`src/rtl/fp_status_pkg.sv`:
```
package fp_status_pkg;
  localparam int CSR_W     = 32;
  localparam int RM_LSB    = 0;
  localparam int RM_W      = 2;
  localparam int EXC_N     = 5;
  localparam int FLAG_LSB  = RM_LSB + RM_W;
  localparam int EN_LSB    = FLAG_LSB + EXC_N;
  localparam int CAUSE_LSB = EN_LSB + EXC_N;
  localparam int CAUSE_W   = EXC_N + 1;
  localparam int DN_BIT    = CAUSE_LSB + CAUSE_W;
  localparam int IMPL_W    = DN_BIT + 1;
  localparam int CODE_W    = 12;

  localparam logic [RM_W-1:0]   RM_TO_ZERO = 2'b01;
  localparam logic [CODE_W-1:0] EXC_CODE   = 12'h120;
  localparam logic [CSR_W-1:0]  CSR_MASK   = CSR_W'((64'd1 << IMPL_W) - 64'd1);

  typedef enum logic {
    RND_NEAREST_EVEN = 1'b0,
    RND_TO_ZERO      = 1'b1
  } rnd_e;
endpackage

```
`src/rtl/fp_status_decode.sv`:
```
module fp_status_decode
  import fp_status_pkg::*;
(
  input  logic [RM_W-1:0] rm_i,
  input  logic            dn_i,
  output rnd_e            rnd_o,
  output logic            flush_o
);
  always_comb begin
    rnd_o   = (rm_i == RM_TO_ZERO) ? RND_TO_ZERO : RND_NEAREST_EVEN;
    flush_o = dn_i;
  end
endmodule

```
`src/rtl/fp_status_update.sv`:
```
module fp_status_update
  import fp_status_pkg::*;
(
  input  logic [CSR_W-1:0] csr_i,
  input  logic [EXC_N-1:0] flags_i,
  output logic [CSR_W-1:0] csr_o,
  output logic             trap_o
);
  logic             any_flag;
  logic [CAUSE_W-1:0] cause_old, cause_new;
  logic [EXC_N-1:0] enables;

  assign any_flag  = |flags_i;
  assign cause_old = csr_i[CAUSE_LSB +: CAUSE_W];
  assign enables   = csr_i[EN_LSB +: EXC_N];

  // Causes covered by a datapath indication accumulate; the extra top cause bit is write-only.
  for (genvar g = 0; g < CAUSE_W; g++) begin : g_cause
    if (g < EXC_N) begin : g_acc
      assign cause_new[g] = cause_old[g] | (any_flag & flags_i[g]);
    end else begin : g_keep
      assign cause_new[g] = cause_old[g];
    end
  end

  always_comb begin
    csr_o = csr_i;
    csr_o[FLAG_LSB +: EXC_N]    = flags_i;
    csr_o[CAUSE_LSB +: CAUSE_W] = cause_new;
    trap_o = any_flag && (|(cause_new[EXC_N-1:0] & enables));
  end
endmodule

```
`src/rtl/fp_status_ctrl.sv`:
```
module fp_status_ctrl
  import fp_status_pkg::*;
#(
  parameter logic [CSR_W-1:0] RESET_VAL = '0
) (
  input  logic              clk_i,
  input  logic              rst_ni,
  input  logic              wr_en_i,
  input  logic [CSR_W-1:0]  wr_data_i,
  input  logic              op_done_i,
  input  logic              op_cmp_i,
  input  logic              cmp_unord_i,
  input  logic [EXC_N-1:0]  op_flags_i,
  output logic [CSR_W-1:0]  csr_o,
  output logic              rnd_zero_o,
  output logic              flush_o,
  output logic              exc_req_o,
  output logic [CODE_W-1:0] exc_code_o
);
  logic [CSR_W-1:0] csr_q, csr_upd;
  logic             trap, take, req_q;
  rnd_e             rnd;

  // Write wins; an ordered compare does not touch status.
  assign take = op_done_i && !wr_en_i && (!op_cmp_i || cmp_unord_i);

  fp_status_update u_update (
    .csr_i   (csr_q),
    .flags_i (op_flags_i),
    .csr_o   (csr_upd),
    .trap_o  (trap)
  );

  always_ff @(posedge clk_i or negedge rst_ni) begin
    if (!rst_ni) begin
      csr_q <= RESET_VAL & CSR_MASK;
      req_q <= 1'b0;
    end else begin
      req_q <= take && trap;
      if (wr_en_i)   csr_q <= wr_data_i & CSR_MASK;
      else if (take) csr_q <= csr_upd;
    end
  end

  fp_status_decode u_decode (
    .rm_i    (csr_q[RM_LSB +: RM_W]),
    .dn_i    (csr_q[DN_BIT]),
    .rnd_o   (rnd),
    .flush_o (flush_o)
  );

  assign csr_o      = csr_q;
  assign rnd_zero_o = (rnd == RND_TO_ZERO);
  assign exc_req_o  = req_q;
  assign exc_code_o = req_q ? EXC_CODE : '0;
endmodule

```
`config.mk`:
```
export PLATFORM = sky130hd
export DESIGN_NAME = fp_status_ctrl
export DESIGN_NICKNAME = d
export VERILOG_FILES = /design/src/rtl/fp_status_pkg.sv /design/src/rtl/fp_status_decode.sv /design/src/rtl/fp_status_update.sv /design/src/rtl/fp_status_ctrl.sv
export SDC_FILE = /design/constraint.sdc
export NUM_CORES = 1
export LEC_CHECK = 0
export CAP_MARGIN = 40
export CORE_MARGIN = 8
export CORE_UTILIZATION = 34
export CTS_BUF_LIST = sky130_fd_sc_hd__clkbuf_2 sky130_fd_sc_hd__clkbuf_4 sky130_fd_sc_hd__clkbuf_8
export DETAILED_ROUTE_END_ITERATION = 7
export GPL_TIMING_DRIVEN = 0
export PLACE_DENSITY = 0.9
export SYNTH_ARGS = -nofsm -noshare
export SYNTH_HDL_FRONTEND = slang
export SYNTH_SLANG_ARGS = --single-unit
export TNS_END_PERCENT = 30
```
`constraint.sdc`:
```
create_clock -name clk_i -period 1.4 [get_ports clk_i]
set_clock_uncertainty 0.05 [all_clocks]
set_input_delay 0.21 -clock clk_i [delete_from_list [all_inputs] [get_ports clk_i]]
set_output_delay 0.21 -clock clk_i [all_outputs]
set_load 0.1 [all_outputs]
```
======== Yosys cells after proc, flatten, opt, wreduce, memory -nomap -nowiden ========
Index checks and enable logic that the tools add are counted.
storage, ports and cells
  bits in registers ....................... 33
  input bits .............................. 43
  output and inout bits ................... 47
  logic and storage cells ................. 29
cells by class
  equality and inequality tests ........... 1
  muxes and demuxes ....................... 4
  bitwise operators ....................... 11
  reduce and logical (&&, ||, !) cells .... 10
operators with widths
  kind                                                                   count
  32-bit 2-to-1 mux                                                      1
  17-bit 2-to-1 mux                                                      1
  5-bit OR reduction                                                     2
  9-bit 2-to-1 mux                                                       1
  1-bit AND                                                              5
  5-bit AND                                                              1
  1-bit bitwise OR                                                       5
  1-bit logical AND                                                      4
  2-bit by 1-bit equality test with 1-bit output, second input constant  1
  1-bit logical NOT                                                      2
  2-bit nonzero test                                                     1
  1-bit logical OR                                                       1
  1-bit 2-to-1 mux                                                       1

======== Logic depth before layout (Yosys ltp) ========
Gate-level depths: netlist (run 1).
  depth after elaboration ................. 7
  mapped depth ............................ 4
  gate-level depth less buffers ........... 3

======== Cells and area by module ========
A second synthesis (run 1) with hierarchy kept.
second synthesis, totals
  cells, all modules ...................... 223
  area, all modules ....................... 2029.4 µm²
modules (own cells, without submodules)
  module            times used  cells each  area each (µm²)  sequential area each (µm²)
  fp_status_ctrl    1           184         1729.2           825.8
  fp_status_update  1           37          279.0            0.0
  fp_status_decode  1           2           21.3             0.0

======== Worst setup path after synthesis (run 1) ========
OpenSTA, ideal clock, no wires.
  path kind ............................... register -> output
  from .................................... register csr_q[0] (netlist: csr_o[0])
  to ...................................... output rnd_zero_o
  arrival ................................. 2359 ps
  required time ........................... 1140 ps
  slack ................................... -1219 ps
  stages on the path, launching flop included .. 2
  buffers on the path ..................... 0
  cell sequence ........................... dfrtp_1 nor2b_1
on the way
  cells in the longest elaborated chain, start to end .. 2
ends and longest elaborated chain
  what                                            line                    RTL
  from (decl)                                     fp_status_ctrl.sv:20    logic [CSR_W-1:0] csr_q, csr_upd;
  from (signal assigned)                          fp_status_ctrl.sv:36    csr_q <= RESET_VAL & CSR_MASK;
  from (signal assigned)                          fp_status_ctrl.sv:40    if (wr_en_i) csr_q <= wr_data_i & CSR_MASK;
  from (signal assigned)                          fp_status_ctrl.sv:41    else if (take) csr_q <= csr_upd;
  2-bit by 1-bit equality test with 1-bit output  fp_status_decode.sv:10  rnd_o = (rm_i == RM_TO_ZERO) ? RND_TO_ZERO : RND_NEAREST_EVEN;
  1-bit 2-to-1 mux                                fp_status_decode.sv:10
  to (decl)                                       fp_status_ctrl.sv:15    output logic rnd_zero_o,
Every way passes these cells.

======== Final worst setup path (run 1) ========
  from .................................... register csr_q[5] (netlist: csr_o[5])
  to ...................................... output csr_o[5]
RTL lines
  what       line                  RTL
  to (decl)  fp_status_ctrl.sv:14  output logic [CSR_W-1:0] csr_o,
No word-level cell between the ends.

==> results of run 1 <==
## report_power, final
part           switching [mW]  internal, mW  leakage (nW)  total, mW
registers              0.0514         0.640         0.221      0.692
clock network           0.179         0.289        0.0279      0.468
logic                   0.945         0.521         0.820       1.47
total                    1.18          1.45          1.07       2.63
## layout by cell type (no fill, tap or decap)
| cell | Yosys | layout |
|---|---|---|
| o31a_1 | 5 | 5 |
| nor2_2 | 1 | 1 |
| nand2_1 | 6 | 6 |
| and3_2 | 1 | 1 |
| buf_12 | 0 | 17 |
| buf_16 | 0 | 7 |
| and4_4 | 1 | 1 |
| nand2b_4 | 1 | 1 |
| buf_4 | 27 | 27 |
| nor2b_4 | 0 | 1 |
| o21ai_0 | 10 | 10 |
| dfrtp_1 | 20 | 7 |
| clkdlybuf4s50_1 | 0 | 29 |
| a21boi_0 | 5 | 5 |
| buf_2 | 2 | 9 |
| a2111oi_2 | 1 | 1 |
| mux2_2 | 9 | 9 |
| buf_6 | 2 | 2 |
| clkbuf_4 | 0 | 3 |
| or4_1 | 1 | 1 |
| a31oi_1 | 5 | 5 |
| nand2b_1 | 5 | 5 |
| and3_1 | 4 | 4 |
| buf_8 | 0 | 1 |
| conb_1 | 1 | 23 |
| clkbuf_2 | 0 | 5 |
| dfrtp_2 | 0 | 13 |
| clkdlybuf4s15_1 | 0 | 2 |
| bufinv_16 | 0 | 1 |
## critical path: stages, from the launching register on
cell             delay [ns]
dfrtp_1                0.39
clkdlybuf4s15_1        0.22
buf_12                 0.18
## final cells by class
| class | count | area (µm²) |
|---|---|---|
| Tap cell | 46 | 57.56 |
| Clock buffer | 3 | 22.52 |
| Timing Repair Buffer | 68 | 918.4 |
| Sequential cell | 20 | 516.7 |
| Buffer | 31 | 235.2 |
| Fill cell | 238 | 999.7 |
| Clock inverter | 1 | 30.03 |
| Multi-Input combinational cell | 79 | 504.2 |
## flip-flops by register name (all words and copies together) (netlist names)
| register | flops |
|---|---|
| csr_o | 19 |
| exc_req_o | 1 |
## routing by layer
layer	vias to the layer above	routed length, µm	track usage
li1	518	-	-
met2	33	1831	0.2275
met5	-	0	0
met1	478	1372	0.1383
met3	2	231	0.02830
met4	0	12	0.03769
## timing repair
item                       CTS  global route
resized for setup           56            12
setup endpoints to repair   24            14
setup buffers                0             0
## path summary, 6_finish.rpt
path / startpoint / to / slack, ns / cells past startpoint
setup / recovery: csr_o[5] / csr_o[5] / 0.05 / 2
hold / removal: rst_ni / csr_o[17] / 0.18 / 1
setup reg to reg: csr_o[10] / exc_req_o / 0.17 / 3
hold reg to reg: csr_o[17] / csr_o[17] / 0.49 / 1
max in group asynchronous: rst_ni / csr_o[7] / 0.66 / 2
min in group clk_i: wr_data_i[16] / csr_o[16] / 0.40 / 3
## cells by family (layout without fill, tap and decap cells)
| group | Yosys count | count (layout) | synth area share |
|---|---|---|---|
| buffers and inverters | 31 | 103 | 0.2046 |
| flip-flops | 20 | 20 | 0.4353 |
| AO/OA/AOI/OAI | 26 | 26 | 0.1545 |
| AND/OR/NAND/NOR | 21 | 21 | 0.1143 |
| multiplexers | 9 | 9 | 0.08814 |
| other | 1 | 23 | 0.003261 |
## metrics by stage
step                  util  cells   TNS, ns  hold WS [ns]  worst slack (ns)
floorplan                -    130   -0.4709       -0.1356           -0.1969
global placement    0.5615    229    -10.35        0.4410           -0.4947
detailed placement  0.7025    254    -1.969        0.4553           -0.2042
CTS                 0.7204    251  -0.07458        0.1859          -0.07458
global route        0.6956    248         0        0.1921          0.008883
finish              0.6956    248         0        0.1796           0.05478
==> results.cfg, run 1 <==
[outcome]
status = completed

[yosys]
netlist_instances = 108
yosysWarningCount = 0
synth-edff-count = 0
synth.cell_area_mm2 = 0.001150
synth_top_cell_by_area = dfrtp_1
syn_avg_cell_area_um2 = 10.65
yosysSeqAreaShare = 0.4353
ys_seq_elements = 20
netlist_top_cells_area = dfrtp_1 44%, buf_4 18%, mux2_2 8.8%
synth-async-reset-ratio = 1.000
yosys-top-cells-count = 27 x buf_4, 20 x dfrtp_1, 10 x o21ai_0, 9 x mux2_2, 6 x nand2_1
yosys_most_used_dff = dfrtp_1
yosysTopAreaCellShare = 0.4353
yosysUniqueCellTypes = 20
yosysMostFrequentCell = buf_4

[timing]
final.period_utilization = 0.9609
fmaxAchievable_mhz = 743.4
drv_slew = 0
fin_crit_ns = 1.345
setup_viol = 0
rsz0062_at_grt = false
hold_viol_final = 0

[floorplan]
core-area_mm2 = 0.003284
initial_core_util = 0.3501
rows = 21
ioPinCount = 90
dieArea_mm2 = 0.005499
dieWidth_um = 74.16
die_h_um = 74.16

[global_routing]
grt_pass1_vias = 1151
grt_overflow = 0
grt_first_pass_wirelength_mm = 5.382
antenna_found_initial = 0
grt_max_degree = 13
gr-usage-all-layers = 0.1245

[min_path]
min_path_type = in -> async

[clock_tree]
clkLatencyLatePin_ns = 0.29
cts_hold_buf = 0
htree_levels = 1
cts_root_buf = clkbuf_4
cts.path.max_buffers = 2
cts_buffers = 3
cts_tree = done
clk_pin_slew_worst_paths_ns = 0.12
clock_sinks = 20

[flow_run]
cap_violations = 0

[detailed_routing]
drt-total-wl_mm = 3.447
via_per_inst = 4.157
drc = 0
drtIter0Drc = 27
firstDrtPassIters = 4
routedWlPerCell_um = 13.90
ant_nets = 0
via_count = 1031

[critical_path]
cp.arrival_ns = 1.09
cp.required_ns = 1.14
worst_setup_path_end_kind = output port
worstSetupPathType = reg -> out
crit_path_start_kind = flip-flop
cp_max_fo = 2

[finish]
stdcell_area_mm2 = 0.002285
layout-drive-gt1-share = 0.4950
area.growth.synth_to_final_pct = 98.69
n_antenna_cell = 0
final_nets = 246

[placed_design]
dp_hpwl_mm = 2.886
place_congestion = 0.8576
io_buffers = 53
placement.cell_area_mm2 = 0.002307

[pwr]
fin_total_pwr_mw = 2.626
leakage_nw = 1.069
p_per_area_mw_per_mm2 = 1149
ir_drop_uv = 609.0
Power figures use the tool's default switching activity.
==> inputs of run 2 (changes only) <==
--- a/config.mk
+++ b/config.mk
@@ -7,11 +7,11 @@
 export LEC_CHECK = 0
 export CAP_MARGIN = 40
 export CORE_MARGIN = 8
-export CORE_UTILIZATION = 34
+export CORE_UTILIZATION = 31
 export CTS_BUF_LIST = sky130_fd_sc_hd__clkbuf_2 sky130_fd_sc_hd__clkbuf_4 sky130_fd_sc_hd__clkbuf_8
 export DETAILED_ROUTE_END_ITERATION = 7
 export GPL_TIMING_DRIVEN = 0
-export PLACE_DENSITY = 0.9
+export PLACE_DENSITY = 0.87
 export SYNTH_ARGS = -nofsm -noshare
 export SYNTH_HDL_FRONTEND = slang
 export SYNTH_SLANG_ARGS = --single-unit
==> constraint.sdc (replaced) <==
create_clock -name clk_i -period 1.23 [get_ports clk_i]
set_clock_uncertainty 0.05 [all_clocks]
set_input_delay 0.1845 -clock clk_i [delete_from_list [all_inputs] [get_ports clk_i]]
set_output_delay 0.1845 -clock clk_i [all_outputs]
set_load 0.1 [all_outputs]
==> run 2 against run 1 <==
Effect of this change: clock power is 7.1% higher; die area is 7.6% higher; highest routed layer unchanged; largest cell class unchanged; the flow now finishes with violations (setup timing); flip-flop and latch count stayed put; critical path depth stayed put; largest power group unchanged; clock-buffer cell count is 1 higher.
==> results.cfg, run 2 (synthesis gave the netlist of run 1 again) <==
[critical_path]
r2r-start = csr_o[15]
crit_path_start_kind = flip-flop
cp.required_ns = 1.00
cp_max_fo = 3
rrSetupSlack_ns = -0.03
worstSetupPathType = reg -> out
worst_setup_path_end_kind = output port
rr_worst_depth = 4
cp.arrival_ns = 1.40
r2r-end = exc_req_o

[detailed_routing]
drtIter0Drc = 27
routedWlPerCell_um = 15.17
drt-total-wl_mm = 3.868
via_count = 1071
drc = 0
via_per_inst = 4.200
ant_nets = 0
firstDrtPassIters = 4

[placed_design]
placed_cells = 256
io_buffers = 53
dp_hpwl_mm = 3.205
place_congestion = 0.7657
placement.cell_area_mm2 = 0.002355

[clock_tree]
clk_pin_slew_worst_paths_ns = 0.08
cts_tree = done
clkLatencyLatePin_ns = 0.26
clock_sinks = 20
htree_levels = 1
cts.path.max_buffers = 2
cts_buffers = 3
cts_hold_buf = 0
cts_root_buf = clkbuf_8

[floorplan]
dieWidth_um = 76.91
die_h_um = 76.91
core-area_mm2 = 0.003606
dieArea_mm2 = 0.005914
rows = 22
ioPinCount = 90
initial_core_util = 0.3189

[finish]
area.growth.synth_to_final_pct = 109.9
layout-drive-gt1-share = 0.5169
largest_reg_flops = 19
stdcell_area_mm2 = 0.002414
final_common_cell = clkdlybuf4s50_1
final_cell_mix = 31 x clkdlybuf4s50_1, 29 x buf_4, 23 x conb_1
fin_cells = 255
n_antenna_cell = 0
final_nets = 251

[global_routing]
gr-usage-all-layers = 0.1246
grt_overflow = 0
grt_max_degree = 12
grt_pass1_vias = 1168
grt_first_pass_wirelength_mm = 5.954
antenna_found_initial = 0

[timing]
rsz0062_at_grt = true
tightest_slew_ns = 0.5297
setup_viol = 15
fmaxAchievable_mhz = 612.6
fin_crit_ns = 1.632
fin_setup_tns_ns = -1.690
maxSlewHeadroom = 0.6458
drv_slew = 0
final.period_utilization = 1.327
whs_ns = 0.2196
hold_viol_final = 0
worst_slack_ns = -0.4023

[flow_run]
cap_violations = 0

[pwr]
p_per_area_mw_per_mm2 = 1263
ir_drop_uv = 723.7
leakage_nw = 1.107
fin_total_pwr_mw = 3.048

[outcome]
violations = setup timing
status = complete, but fails checks

[min_path]
min_path_type = in -> async
run 2: repair_timing:
action	CTS	global route
resized for setup	50	24
setup endpoints to repair	35	19
setup buffers	3	1
run 2: how the worst max path moves through the flow:
stage	startpoint	endpoint	slack [ns]
final	csr_o[18]	flush_o	-0.40
after global routing	csr_o[18]	flush_o	-0.43
after CTS	csr_o[13]	csr_o[13]	-0.42
after detailed placement	op_flags_i[3]	exc_req_o	-0.40
after global placement	csr_o[0]	rnd_zero_o	-0.64
after floorplan	csr_o[0]	rnd_zero_o	-0.20
run 2: layout make-up:
class | count | area [µm²]
Clock buffer | 4 | 55.05
Sequential cell | 20 | 553.0
Timing Repair Buffer | 73 | 983.4
Tap cell | 48 | 60.06
Multi-Input combinational cell | 79 | 516.7
Fill cell | 267 | 1192
Buffer | 31 | 245.2
run 2: layer usage:
layer	global-route usage	routed length, µm
met1	0.1191	1450
met2	0.2404	2169
met3	0.02681	192
met4	0.06538	57
met5	0	0
run 2: stage by stage:
step / utilization / setup WS [ns]
after global placement: 0.5257 / -0.6416
final: 0.6693 / -0.4023
after detailed placement: 0.6530 / -0.4040
after CTS: 0.6603 / -0.4208
after global routing: 0.6693 / -0.4307
after floorplan: - / -0.1994
run 2: critical path: stages (launching register included):
cell and delay (ns):
dfrtp_4 0.42, clkdlybuf4s50_1 0.51, buf_8 0.20
run 2: power by group:
| group | total (mW) | leakage [nW] | switching, mW | internal [mW] |
|---|---|---|---|---|
| registers | 0.811 | 0.219 | 0.0605 | 0.750 |
| logic | 1.74 | 0.859 | 1.10 | 0.637 |
| clock network | 0.501 | 0.0288 | 0.217 | 0.285 |
==> inputs of run 3 (changes only) <==
--- a/config.mk
+++ b/config.mk
@@ -5,7 +5,7 @@
 export SDC_FILE = /design/constraint.sdc
 export NUM_CORES = 1
 export LEC_CHECK = 0
-export CAP_MARGIN = 40
+export CAP_MARGIN = 20
 export CORE_MARGIN = 8
 export CORE_UTILIZATION = 31
 export CTS_BUF_LIST = sky130_fd_sc_hd__clkbuf_2 sky130_fd_sc_hd__clkbuf_4 sky130_fd_sc_hd__clkbuf_8
==> run 3 against run 2 <==
Effect of this change: the flow finishes with violations (hold timing, setup timing); die area stayed put; combinational power shrank 18%; via count down 10%; maximum frequency up 28%; critical endpoint is now exc_code_o[5]; sequential power shrank 0.9%; final cell count down 7.8%; critical path depth stayed put; register-to-register slack better by 0.10 ns.
==> results.cfg, run 3 (synthesis gave the netlist of run 1 again) <==
[placed_design]
io_buffers = 53
place_congestion = 0.7657
placed_cells = 231
dp_hpwl_mm = 2.717

[timing]
rsz0062_at_grt = true
setup_viol = 5
drv_slew = 0
maxSlewHeadroom = 0.4034
hold_viol_final = 20
fin_crit_ns = 1.274
fmaxAchievable_mhz = 784.9
final.period_utilization = 1.036
worst_slack_ns = -0.04406
tightest_slew_ns = 0.8934
whs_ns = -0.01426

[finish]
final_common_cell = buf_4
area.growth.synth_to_final_pct = 77.37
largest_reg_flops = 19
final_cell_mix = 33 x buf_4, 24 x clkdlybuf4s50_1, 23 x conb_1
final_nets = 231
fin_cells = 235
layout-drive-gt1-share = 0.4866
n_antenna_cell = 0

[global_routing]
grt_first_pass_wirelength_mm = 5.271
antenna_found_initial = 0
grt_max_degree = 21
grt_overflow = 0
grt_pass1_vias = 1030
gr-usage-all-layers = 0.1090

[floorplan]
initial_core_util = 0.3189
ioPinCount = 90
rows = 22
core-area_mm2 = 0.003606
die_h_um = 76.91
dieArea_mm2 = 0.005914
dieWidth_um = 76.91

[pwr]
leakage_nw = 0.9621
internal_power_mw = 1.574
ir_drop_uv = 609.8
combPwrFrac = 0.494
p_switching_mw = 1.316
fin_total_pwr_mw = 2.889
power_frac_clock = 0.228
power_frac_seq = 0.278
switching_share = 0.4553
p_per_area_mw_per_mm2 = 1417

[flow_run]
cap_violations = 0

[detailed_routing]
ant_nets = 0
via_count = 960
via_per_inst = 4.085
drc = 0
routedWlPerCell_um = 14.14
firstDrtPassIters = 4
drtIter0Drc = 22
drt-total-wl_mm = 3.323

[critical_path]
rr_worst_depth = 3
crit_path_start_kind = flip-flop
cp_max_fo = 3
slowest_delay_ns = 0.50
worst_setup_path_end_kind = output port
slowest_stage = dfrtp_4
cp.arrival_ns = 1.04
worstSetupPathType = reg -> out
path_cells = buf_6, buf_12
r2r-end = exc_req_o
cp.required_ns = 1.00
r2r-start = csr_o[13]
rrSetupSlack_ns = 0.07

[clock_tree]
cts_tree = done
cts.path.max_buffers = 2
clock_sinks = 20
clk_pin_slew_worst_paths_ns = 0.08
cts_buffers = 3
htree_levels = 1
clkLatencyLatePin_ns = 0.26
cts_root_buf = clkbuf_8

[outcome]
violations = hold timing, setup timing
status = complete, but fails checks

[min_path]
min_path_type = in -> async
==> run 3: cell types whose count changed in the layout (fill, tap and decap cells not counted), sizes merged <==
cell           before  now
dlymetal6s2s        1    5
buf                72   54
clkdlybuf4s50      31   24
bufinv              0    1
==> run 3: power groups by stage <==
| stage | clock network [mW] | logic, mW | registers [mW] |
|---|---|---|---|
| after floorplan | 0 | 0.601 | 1.29 |
| after global placement | 0 | 1.38 | 0.805 |
| after detailed placement | 0 | 1.39 | 0.810 |
| after CTS | 0.667 | 1.41 | 0.799 |
| after global routing | 0.699 | 1.47 | 0.815 |
| final | 0.659 | 1.43 | 0.804 |
==> run 3: through the flow <==
step	worst slack [ns]	util	setup TNS [ns]	instance area [µm²]
floorplan	-0.1994	-	-0.7967	1305
global placement	-0.6416	0.5257	-21.37	1896
detailed placement	-0.6594	0.5257	-22.31	1896
CTS	-0.09672	0.5486	-0.2717	1978
global route	-0.06836	0.5656	-0.3206	2039
finish	-0.04406	0.5656	-0.1551	2039
==> run 3: worst max-delay path by stage <==
stage	from	endpoint	slack (ns)	cells after the start
4_1_cts	op_flags_i[3]	exc_req_o	-0.1	4
2_1_floorplan	csr_o[0]	rnd_zero_o	-0.20	1
3_3_place_gp	csr_o[0]	rnd_zero_o	-0.64	2
3_5_place_dp	csr_o[0]	rnd_zero_o	-0.66	2
5_1_grt	exc_req_o	exc_code_o[5]	-0.07	2
6_report	exc_req_o	exc_code_o[5]	-0.04	2
==> run 3: critical path: cells and delay by family, from the launching register on <==
kind,cells,cell delay (ns)
buf+inv,2,0.28
flops,1,0.50
==> run 3: what timing repair did <==
action                                  in CTS  in global routing
endpoints found under the setup margin      35                 37
hold buffers                                 0                  0
gates resized for setup                    162                 18
cloned                                       0                  0
setup buffers                                0                  0
pin swaps                                    0                  1
==> run 3: layout make-up <==
cell class                      count  area, µm²
Clock inverter                      1      30.03
Fill cell                         328       1567
Clock buffer                        3      41.29
Multi-Input combinational cell     79      525.5
Sequential cell                    20      553.0
Buffer                             31      255.2
Timing Repair Buffer               53      574.3
Tap cell                           48      60.06
==> run 3: metal layers <==
| metal | part of all wire | vias to the layer above | GRT usage |
|---|---|---|---|
| met5 | 0 | - | 0 |
| met4 | 0.011 | 0 | 0.04231 |
| met3 | 0.080 | 2 | 0.03380 |
| met2 | 0.53 | 36 | 0.1946 |
| met1 | 0.38 | 438 | 0.1162 |
| li1 | - | 484 | - |
